$ cat config.mk
export PLATFORM = sky130hd
export DESIGN_NAME = ulm_merge_unit
export DESIGN_NICKNAME = d
export VERILOG_FILES = /design/src/rtl/ulm_pkg.sv /design/src/rtl/ulm_cmd_ctrl.sv /design/src/rtl/ulm_byte_merge.sv /design/src/rtl/ulm_result_reg.sv /design/src/rtl/ulm_merge_unit.sv
export SDC_FILE = /design/constraint.sdc
export NUM_CORES = 1
export LEC_CHECK = 0
export CAP_MARGIN = 40
export CORE_ASPECT_RATIO = 0.6
export CORE_UTILIZATION = 43
export CTS_BUF_LIST = sky130_fd_sc_hd__clkbuf_16
export CTS_CLUSTER_DIAMETER = 200
export DETAILED_ROUTE_END_ITERATION = 12
export HOLD_SLACK_MARGIN = 0.1
export PLACE_DENSITY = 0.8
export SLEW_MARGIN = 20
export SYNTH_ARGS = -nofsm -noshare
export SYNTH_HDL_FRONTEND = slang
export SYNTH_SLANG_ARGS = --single-unit
$ cat constraint.sdc
create_clock -name clk -period 2.45 [get_ports clk]
set_clock_uncertainty 0.05 [all_clocks]
set_input_delay 0.245 -clock clk [delete_from_list [all_inputs] [get_ports clk]]
set_output_delay 0.245 -clock clk [all_outputs]
set_load 0.01 [all_outputs]
$ cat src/rtl/ulm_pkg.sv
package ulm_pkg;

  typedef enum logic [1:0] {
    ST_IDLE = 2'd0,
    ST_REQ  = 2'd1,
    ST_WAIT = 2'd2,
    ST_DONE = 2'd3
  } ulm_state_e;

  typedef enum logic {
    SIDE_LEFT  = 1'b0,
    SIDE_RIGHT = 1'b1
  } ulm_side_e;

endpackage

$ cat src/rtl/ulm_cmd_ctrl.sv
module ulm_cmd_ctrl
  import ulm_pkg::*;
#(
  parameter int AW = 32,
  parameter int DW = 32,
  localparam int NB = DW / 8,
  localparam int OW = $clog2(NB)
) (
  input  logic          clk,
  input  logic          rst_n,
  input  logic          cmd_valid,
  input  logic          cmd_side,
  input  logic [AW-1:0] cmd_addr,
  input  logic [DW-1:0] cmd_reg_val,
  output logic          cmd_ready,
  output logic          mem_req_valid,
  input  logic          mem_req_ready,
  output logic [AW-1:0] mem_req_addr,
  input  logic          mem_rsp_valid,
  output logic          rsp_fire,
  output ulm_side_e     side_q,
  output logic [OW-1:0] off_q,
  output logic [DW-1:0] reg_q
);

  ulm_state_e       state_q, state_d;
  logic [AW-OW-1:0] word_q;
  logic             cmd_fire;
  logic             req_fire;

  assign cmd_ready     = (state_q == ST_IDLE) || (state_q == ST_DONE);
  assign cmd_fire      = cmd_valid && cmd_ready;
  assign mem_req_valid = (state_q == ST_REQ);
  assign req_fire      = mem_req_valid && mem_req_ready;
  assign rsp_fire      = (state_q == ST_WAIT) && mem_rsp_valid;
  assign mem_req_addr  = {word_q, {OW{1'b0}}};

  always_comb begin
    state_d = state_q;
    unique case (state_q)
      ST_IDLE: if (cmd_fire) state_d = ST_REQ;
      ST_REQ:  if (req_fire) state_d = ST_WAIT;
      ST_WAIT: if (rsp_fire) state_d = ST_DONE;
      ST_DONE: state_d = cmd_fire ? ST_REQ : ST_IDLE;
      default: state_d = ST_IDLE;
    endcase
  end

  always_ff @(posedge clk or negedge rst_n) begin
    if (!rst_n) begin
      state_q <= ST_IDLE;
      word_q  <= '0;
      off_q   <= '0;
      side_q  <= SIDE_LEFT;
      reg_q   <= '0;
    end else begin
      state_q <= state_d;
      if (cmd_fire) begin
        word_q <= cmd_addr[AW-1:OW];
        off_q  <= cmd_addr[OW-1:0];
        side_q <= ulm_side_e'(cmd_side);
        reg_q  <= cmd_reg_val;
      end
    end
  end

  AST_REQ_HOLD: assert property (@(posedge clk) disable iff (!rst_n)
    (mem_req_valid && !mem_req_ready) |=> (mem_req_valid && $stable(mem_req_addr)));

  AST_BUSY_AFTER_ACCEPT: assert property (@(posedge clk) disable iff (!rst_n)
    cmd_fire |=> !cmd_ready);

endmodule

$ cat src/rtl/ulm_byte_merge.sv
module ulm_byte_merge
  import ulm_pkg::*;
#(
  parameter int DW = 32,
  localparam int NB = DW / 8,
  localparam int OW = $clog2(NB)
) (
  input  ulm_side_e     side,
  input  logic [OW-1:0] off,
  input  logic [DW-1:0] reg_val,
  input  logic [DW-1:0] mem_word,
  output logic [DW-1:0] merged
);

  // Lane 0 is the most significant byte, both in the register and in memory.
  function automatic logic lane_written(ulm_side_e s, logic [OW-1:0] o, int lane);
    int edge_lane;
    edge_lane = NB - 1 - int'(o);
    if (s == SIDE_RIGHT) return lane >= edge_lane;
    return lane <= edge_lane;
  endfunction

  function automatic logic [OW-1:0] lane_source(ulm_side_e s, logic [OW-1:0] o, int lane);
    int src;
    if (s == SIDE_RIGHT) src = lane - (NB - 1 - int'(o));
    else                 src = lane + int'(o);
    return OW'(src);
  endfunction

  for (genvar g = 0; g < NB; g++) begin : g_lane
    logic [OW-1:0] src_lane;
    logic          take_mem;
    logic [7:0]    mem_byte;

    assign take_mem = lane_written(side, off, g);
    assign src_lane = lane_source(side, off, g);
    assign mem_byte = mem_word[DW-1-8*int'(src_lane) -: 8];
    assign merged[DW-1-8*g -: 8] = take_mem ? mem_byte : reg_val[DW-1-8*g -: 8];
  end

endmodule

$ cat src/rtl/ulm_result_reg.sv
module ulm_result_reg #(
  parameter int DW = 32
) (
  input  logic          clk,
  input  logic          rst_n,
  input  logic          load,
  input  logic [DW-1:0] merged,
  output logic          res_valid,
  output logic [DW-1:0] res_data
);

  always_ff @(posedge clk or negedge rst_n) begin
    if (!rst_n) begin
      res_valid <= 1'b0;
      res_data  <= '0;
    end else begin
      res_valid <= load;
      if (load) res_data <= merged;
    end
  end

  AST_DONE_PULSE: assert property (@(posedge clk) disable iff (!rst_n)
    res_valid |=> !res_valid);

endmodule

$ cat src/rtl/ulm_merge_unit.sv
module ulm_merge_unit
  import ulm_pkg::*;
#(
  parameter int AW = 32,
  parameter int DW = 32,
  localparam int NB = DW / 8,
  localparam int OW = $clog2(NB)
) (
  input  logic          clk,
  input  logic          rst_n,
  input  logic          cmd_valid,
  output logic          cmd_ready,
  input  logic          cmd_side,
  input  logic [AW-1:0] cmd_addr,
  input  logic [DW-1:0] cmd_reg_val,
  output logic          mem_req_valid,
  input  logic          mem_req_ready,
  output logic [AW-1:0] mem_req_addr,
  input  logic          mem_rsp_valid,
  input  logic [DW-1:0] mem_rsp_data,
  output logic          res_valid,
  output logic [DW-1:0] res_data
);

  logic          rsp_fire;
  ulm_side_e     side_q;
  logic [OW-1:0] off_q;
  logic [DW-1:0] reg_q;
  logic [DW-1:0] merged;

  ulm_cmd_ctrl #(.AW(AW), .DW(DW)) ctrl_i (
    .clk           (clk),
    .rst_n         (rst_n),
    .cmd_valid     (cmd_valid),
    .cmd_side      (cmd_side),
    .cmd_addr      (cmd_addr),
    .cmd_reg_val   (cmd_reg_val),
    .cmd_ready     (cmd_ready),
    .mem_req_valid (mem_req_valid),
    .mem_req_ready (mem_req_ready),
    .mem_req_addr  (mem_req_addr),
    .mem_rsp_valid (mem_rsp_valid),
    .rsp_fire      (rsp_fire),
    .side_q        (side_q),
    .off_q         (off_q),
    .reg_q         (reg_q)
  );

  ulm_byte_merge #(.DW(DW)) merge_i (
    .side     (side_q),
    .off      (off_q),
    .reg_val  (reg_q),
    .mem_word (mem_rsp_data),
    .merged   (merged)
  );

  ulm_result_reg #(.DW(DW)) result_i (
    .clk       (clk),
    .rst_n     (rst_n),
    .load      (rsp_fire),
    .merged    (merged),
    .res_valid (res_valid),
    .res_data  (res_data)
  );

  AST_NO_ACCEPT_WHILE_REQ: assert property (@(posedge clk) disable iff (!rst_n)
    mem_req_valid |-> !cmd_ready);

  AST_LEFT_FULL_AT_ZERO: assert property (@(posedge clk) disable iff (!rst_n)
    (res_valid && side_q == SIDE_LEFT && off_q == '0) |-> res_data == $past(mem_rsp_data));

  AST_LEFT_KEEP_AT_LAST: assert property (@(posedge clk) disable iff (!rst_n)
    (res_valid && side_q == SIDE_LEFT && off_q == OW'(NB-1)) |-> res_data[DW-9:0] == reg_q[DW-9:0]);

  AST_RIGHT_FULL_AT_LAST: assert property (@(posedge clk) disable iff (!rst_n)
    (res_valid && side_q == SIDE_RIGHT && off_q == OW'(NB-1)) |-> res_data == $past(mem_rsp_data));

  AST_RIGHT_KEEP_AT_ZERO: assert property (@(posedge clk) disable iff (!rst_n)
    (res_valid && side_q == SIDE_RIGHT && off_q == '0) |-> res_data[DW-1:8] == reg_q[DW-1:8]);

endmodule

==> impl_metrics.py <==
metrics = {
    "synthesis": {
        "synth_top_area_share_pct": 43.64,
        "avgSynthCellArea_um2": 12.38,
        "ys_types": 46,
        "syn-cell-area_um2": 5734,
        "netlist_instances": 463,
        "yosys_warnings": 0,
        "synth_top_area_cell": "dfrtp_1",
        "ys_seq_elements": 100,
        "yosysSeqAreaShare_pct": 43.64,
        "ys_top_cells_by_area": "dfrtp_1 (44%), mux2_2 (12%), mux2_1 (7.9%)",
    },
    "cts": {
        "cts_buffers": 9,
        "htreeDepth": 3,
        "insertion_delay_ns": 0.35,
        "clk_pin_slew_worst_paths_ns": 0.07,
        "post_cts_resized": 0,
        "cts_tree": "built",
        "cts.path.max_buffers": 2,
        "clkSinkCount": 100,
        "root_buffer": "clkbuf_16",
        "postCtsSetupBuffers": 0,
    },
    "placement": {
        "place_inst": 780,
        "pre_cts_ws_ns": 0.2939,
        "port_buffers": 166,
        "dp_hpwl_um": 12360,
        "place.gp.congestion": 0.9343,
    },
    "timing": {
        "fmax_ghz": 0.4471,
        "drv_slew": 0,
        "rsz0062_at_grt": "no",
        "fin_ws_ns": 0.2135,
        "finalCriticalPeriod_ns": 2.236,
        "tightest_slew_ns": 0.8712,
        "setup_viol": 0,
        "finalHoldViolCount": 0,
        "fin_crit_sh_pct": 91.29,
        "tns_ns": 0,
        "relSlewSlack_pct": 41.71,
    },
    "layout": {
        "nets": 732,
        "area_growth_pct": 36.18,
        "drive_gt1_share_pct": 19.14,
        "final_cells": 797,
        "antenna_cells": 0,
    },
    "grt": {
        "first_global_vias": 4800,
        "grt_max_degree": 46,
        "antenna_found_initial": 0,
        "grt_util_all_layers_pct": 25.13,
        "grt_pass1_wl_um": 26160,
        "grt-ovfl-total": 0,
    },
    "min_path": {
        "hold_class": "in2async",
    },
    "power_and_ir_drop": {
        "cellPowerDensity_nw_per_um2": 1354,
        "leakagePower_nw": 3.169,
        "irDropWorstVdd_uv": 573.6,
    },
    "floorplanning": {
        "coreArea_um2": 12930,
        "io_pins": 169,
        "die_w_um": 151.1,
        "start_util_pct": 44.34,
        "dieArea_um2": 13820,
        "fp.dieH_um": 91.45,
        "row_count": 32,
    },
    "job": {
        "drv_cap": 0,
    },
    "detailed_routing": {
        "routed-via-count": 4655,
        "wirelength_um": 16700,
        "drc": 0,
        "drt_iter0_drc": 309,
        "vias_per_cell": 5.841,
        "wire_per_inst_um": 20.96,
        "drtPass1Iterations": 5,
        "ant_nets": 0,
    },
    "status": {
        "status": "finished clean",
    },
    "worst_setup_path": {
        "path_max_fanout": 28,
        "worst_ep_required_time_ns": 2.69,
        "crit_path_start_kind": "flip-flop",
        "crit_arrival_ns": 2.48,
        "r2r_slack_ns": 0.21,
        "cp-end-kind": "flip-flop",
        "setup.worst_path.class": "reg2reg",
    },
}
-- worst paths after layout --
check	startpoint	cells past startpoint	end
max	ctrl_i.off_q[1]$_DFFE_PN0P_	6	result_i.res_data[22]$_DFFE_PN0P_
min	rst_n	2	result_i.res_data[30]$_DFFE_PN0P_
max reg2reg	ctrl_i.off_q[1]$_DFFE_PN0P_	6	result_i.res_data[22]$_DFFE_PN0P_
min reg2reg	ctrl_i.word_q[17]$_DFFE_PN0P_	1	ctrl_i.word_q[17]$_DFFE_PN0P_
max in group asynchronous	rst_n	3	ctrl_i.reg_q[15]$_DFFE_PN0P_
min in group clk	cmd_addr[1]	3	ctrl_i.off_q[1]$_DFFE_PN0P_
-- layer usage --
| layer | up-vias | wire length, µm | GRT usage, % |
|---|---|---|---|
| met5 | - | 0 | 0 |
| met4 | 0 | 253 | 7.000 |
| met3 | 27 | 1360 | 5.980 |
| met2 | 198 | 7263 | 36.70 |
| met1 | 2336 | 7824 | 36.71 |
| li1 | 2094 | - | - |
-- cells in the final DEF, fill, tap and decap left out, drive strengths merged, types with 3 or more instances in the layout --
| cell type | netlist | layout |
|---|---|---|
| nor2b | 3 | 3 |
| ha | 8 | 8 |
| inv | 10 | 14 |
| o22ai | 24 | 24 |
| a211oi | 8 | 8 |
| clkbuf | 6 | 9 |
| nor3 | 8 | 8 |
| nand2 | 13 | 13 |
| dfrtp | 100 | 100 |
| o21ai | 25 | 25 |
| buf | 29 | 16 |
| nor2 | 17 | 17 |
| a22oi | 17 | 17 |
| nand2b | 5 | 5 |
| clkdlybuf4s50 | 0 | 165 |
| mux2i | 30 | 30 |
| a221o | 24 | 24 |
| mux4 | 8 | 8 |
| o221ai | 6 | 6 |
| mux2 | 107 | 107 |
| a21oi | 3 | 3 |
-- what timing repair did --
item	in CTS	in global routing
hold buffers	1	0
endpoints found under the setup margin	0	0
hold endpoints to repair	42	0
-- synth_stat cells (all sizes together) --
library cell and n:
mux2 107, dfrtp 100, mux2i 30, buf 29, o21ai 25, a221o 24, o22ai 24, a22oi 17
nor2 17, nand2 13, inv 10, a211oi 8, ha 8, mux4 8, nor3 8, clkbuf 6
o221ai 6, nand2b 5, a21oi 3, nor2b 3, a2111oi 2, a31oi 2, a211o 1, a2bb2oi 1
and2 1, conb 1, nand3 1, nor3b 1, or2 1, or3b 1
-- where the power goes --
group,switching [mW],total [mW],internal (mW)
clock network,0.690,1.50,0.808
registers,0.573,3.07,2.50
logic,2.80,6.00,3.20
-- critical path: stages (launching register included) --
cell       delay [ns]
dfrtp_1          0.35
buf_4            0.38
ha_1             0.23
or3b_4           0.14
nand3_2          0.23
a2111oi_1        0.59
a221o_1          0.19
-- metrics by stage --
stage | instance area (µm²) | hold WS [ns] | util, % | total power, mW
2_1_floorplan | 5738 | -0.1006 | - | 6.994
4_1_cts | 7809 | 0.4079 | 60.38 | 10.60
3_5_place_dp | 7495 | 0.2267 | 57.95 | 9.071
3_3_place_gp | 7495 | 0.2204 | 57.95 | 8.922
5_1_grt | 7809 | 0.4353 | 60.38 | 11.21
6_report | 7809 | 0.3808 | 60.38 | 10.57
-- area by class of cell --
cell class / instances / area [µm²]
Clock buffer: 9 / 225.2
Multi-Input combinational cell: 319 / 2933
Fill cell: 1034 / 5124
Timing Repair Buffer: 182 / 1819
Tap cell: 170 / 212.7
Inverter: 10 / 37.54
Clock inverter: 7 / 78.83
Sequential cell: 100 / 2502
-- sequential cells by signal (all words and copies together), names as in the netlist --
name / cells
ctrl_i.reg_q: 32
result_i.res_data: 32
ctrl_i.word_q: 30
ctrl_i.off_q: 2
ctrl_i.state_q: 2
ctrl_i.side_q: 1
result_i.res_valid: 1
-- cells by family (layout without fill, tap and decap cells) --
group	count (synthesis)	after routing	share of synthesized area [%]
compound gates	113	113	14.62
fa+ha+maj	8	8	1.746
buf+inv	45	208	5.411
flops	100	100	43.64
mux	145	145	29.78
other cells	1	2	0.06540
simple gates	51	51	4.735
(Power assumes the default switching activity.)
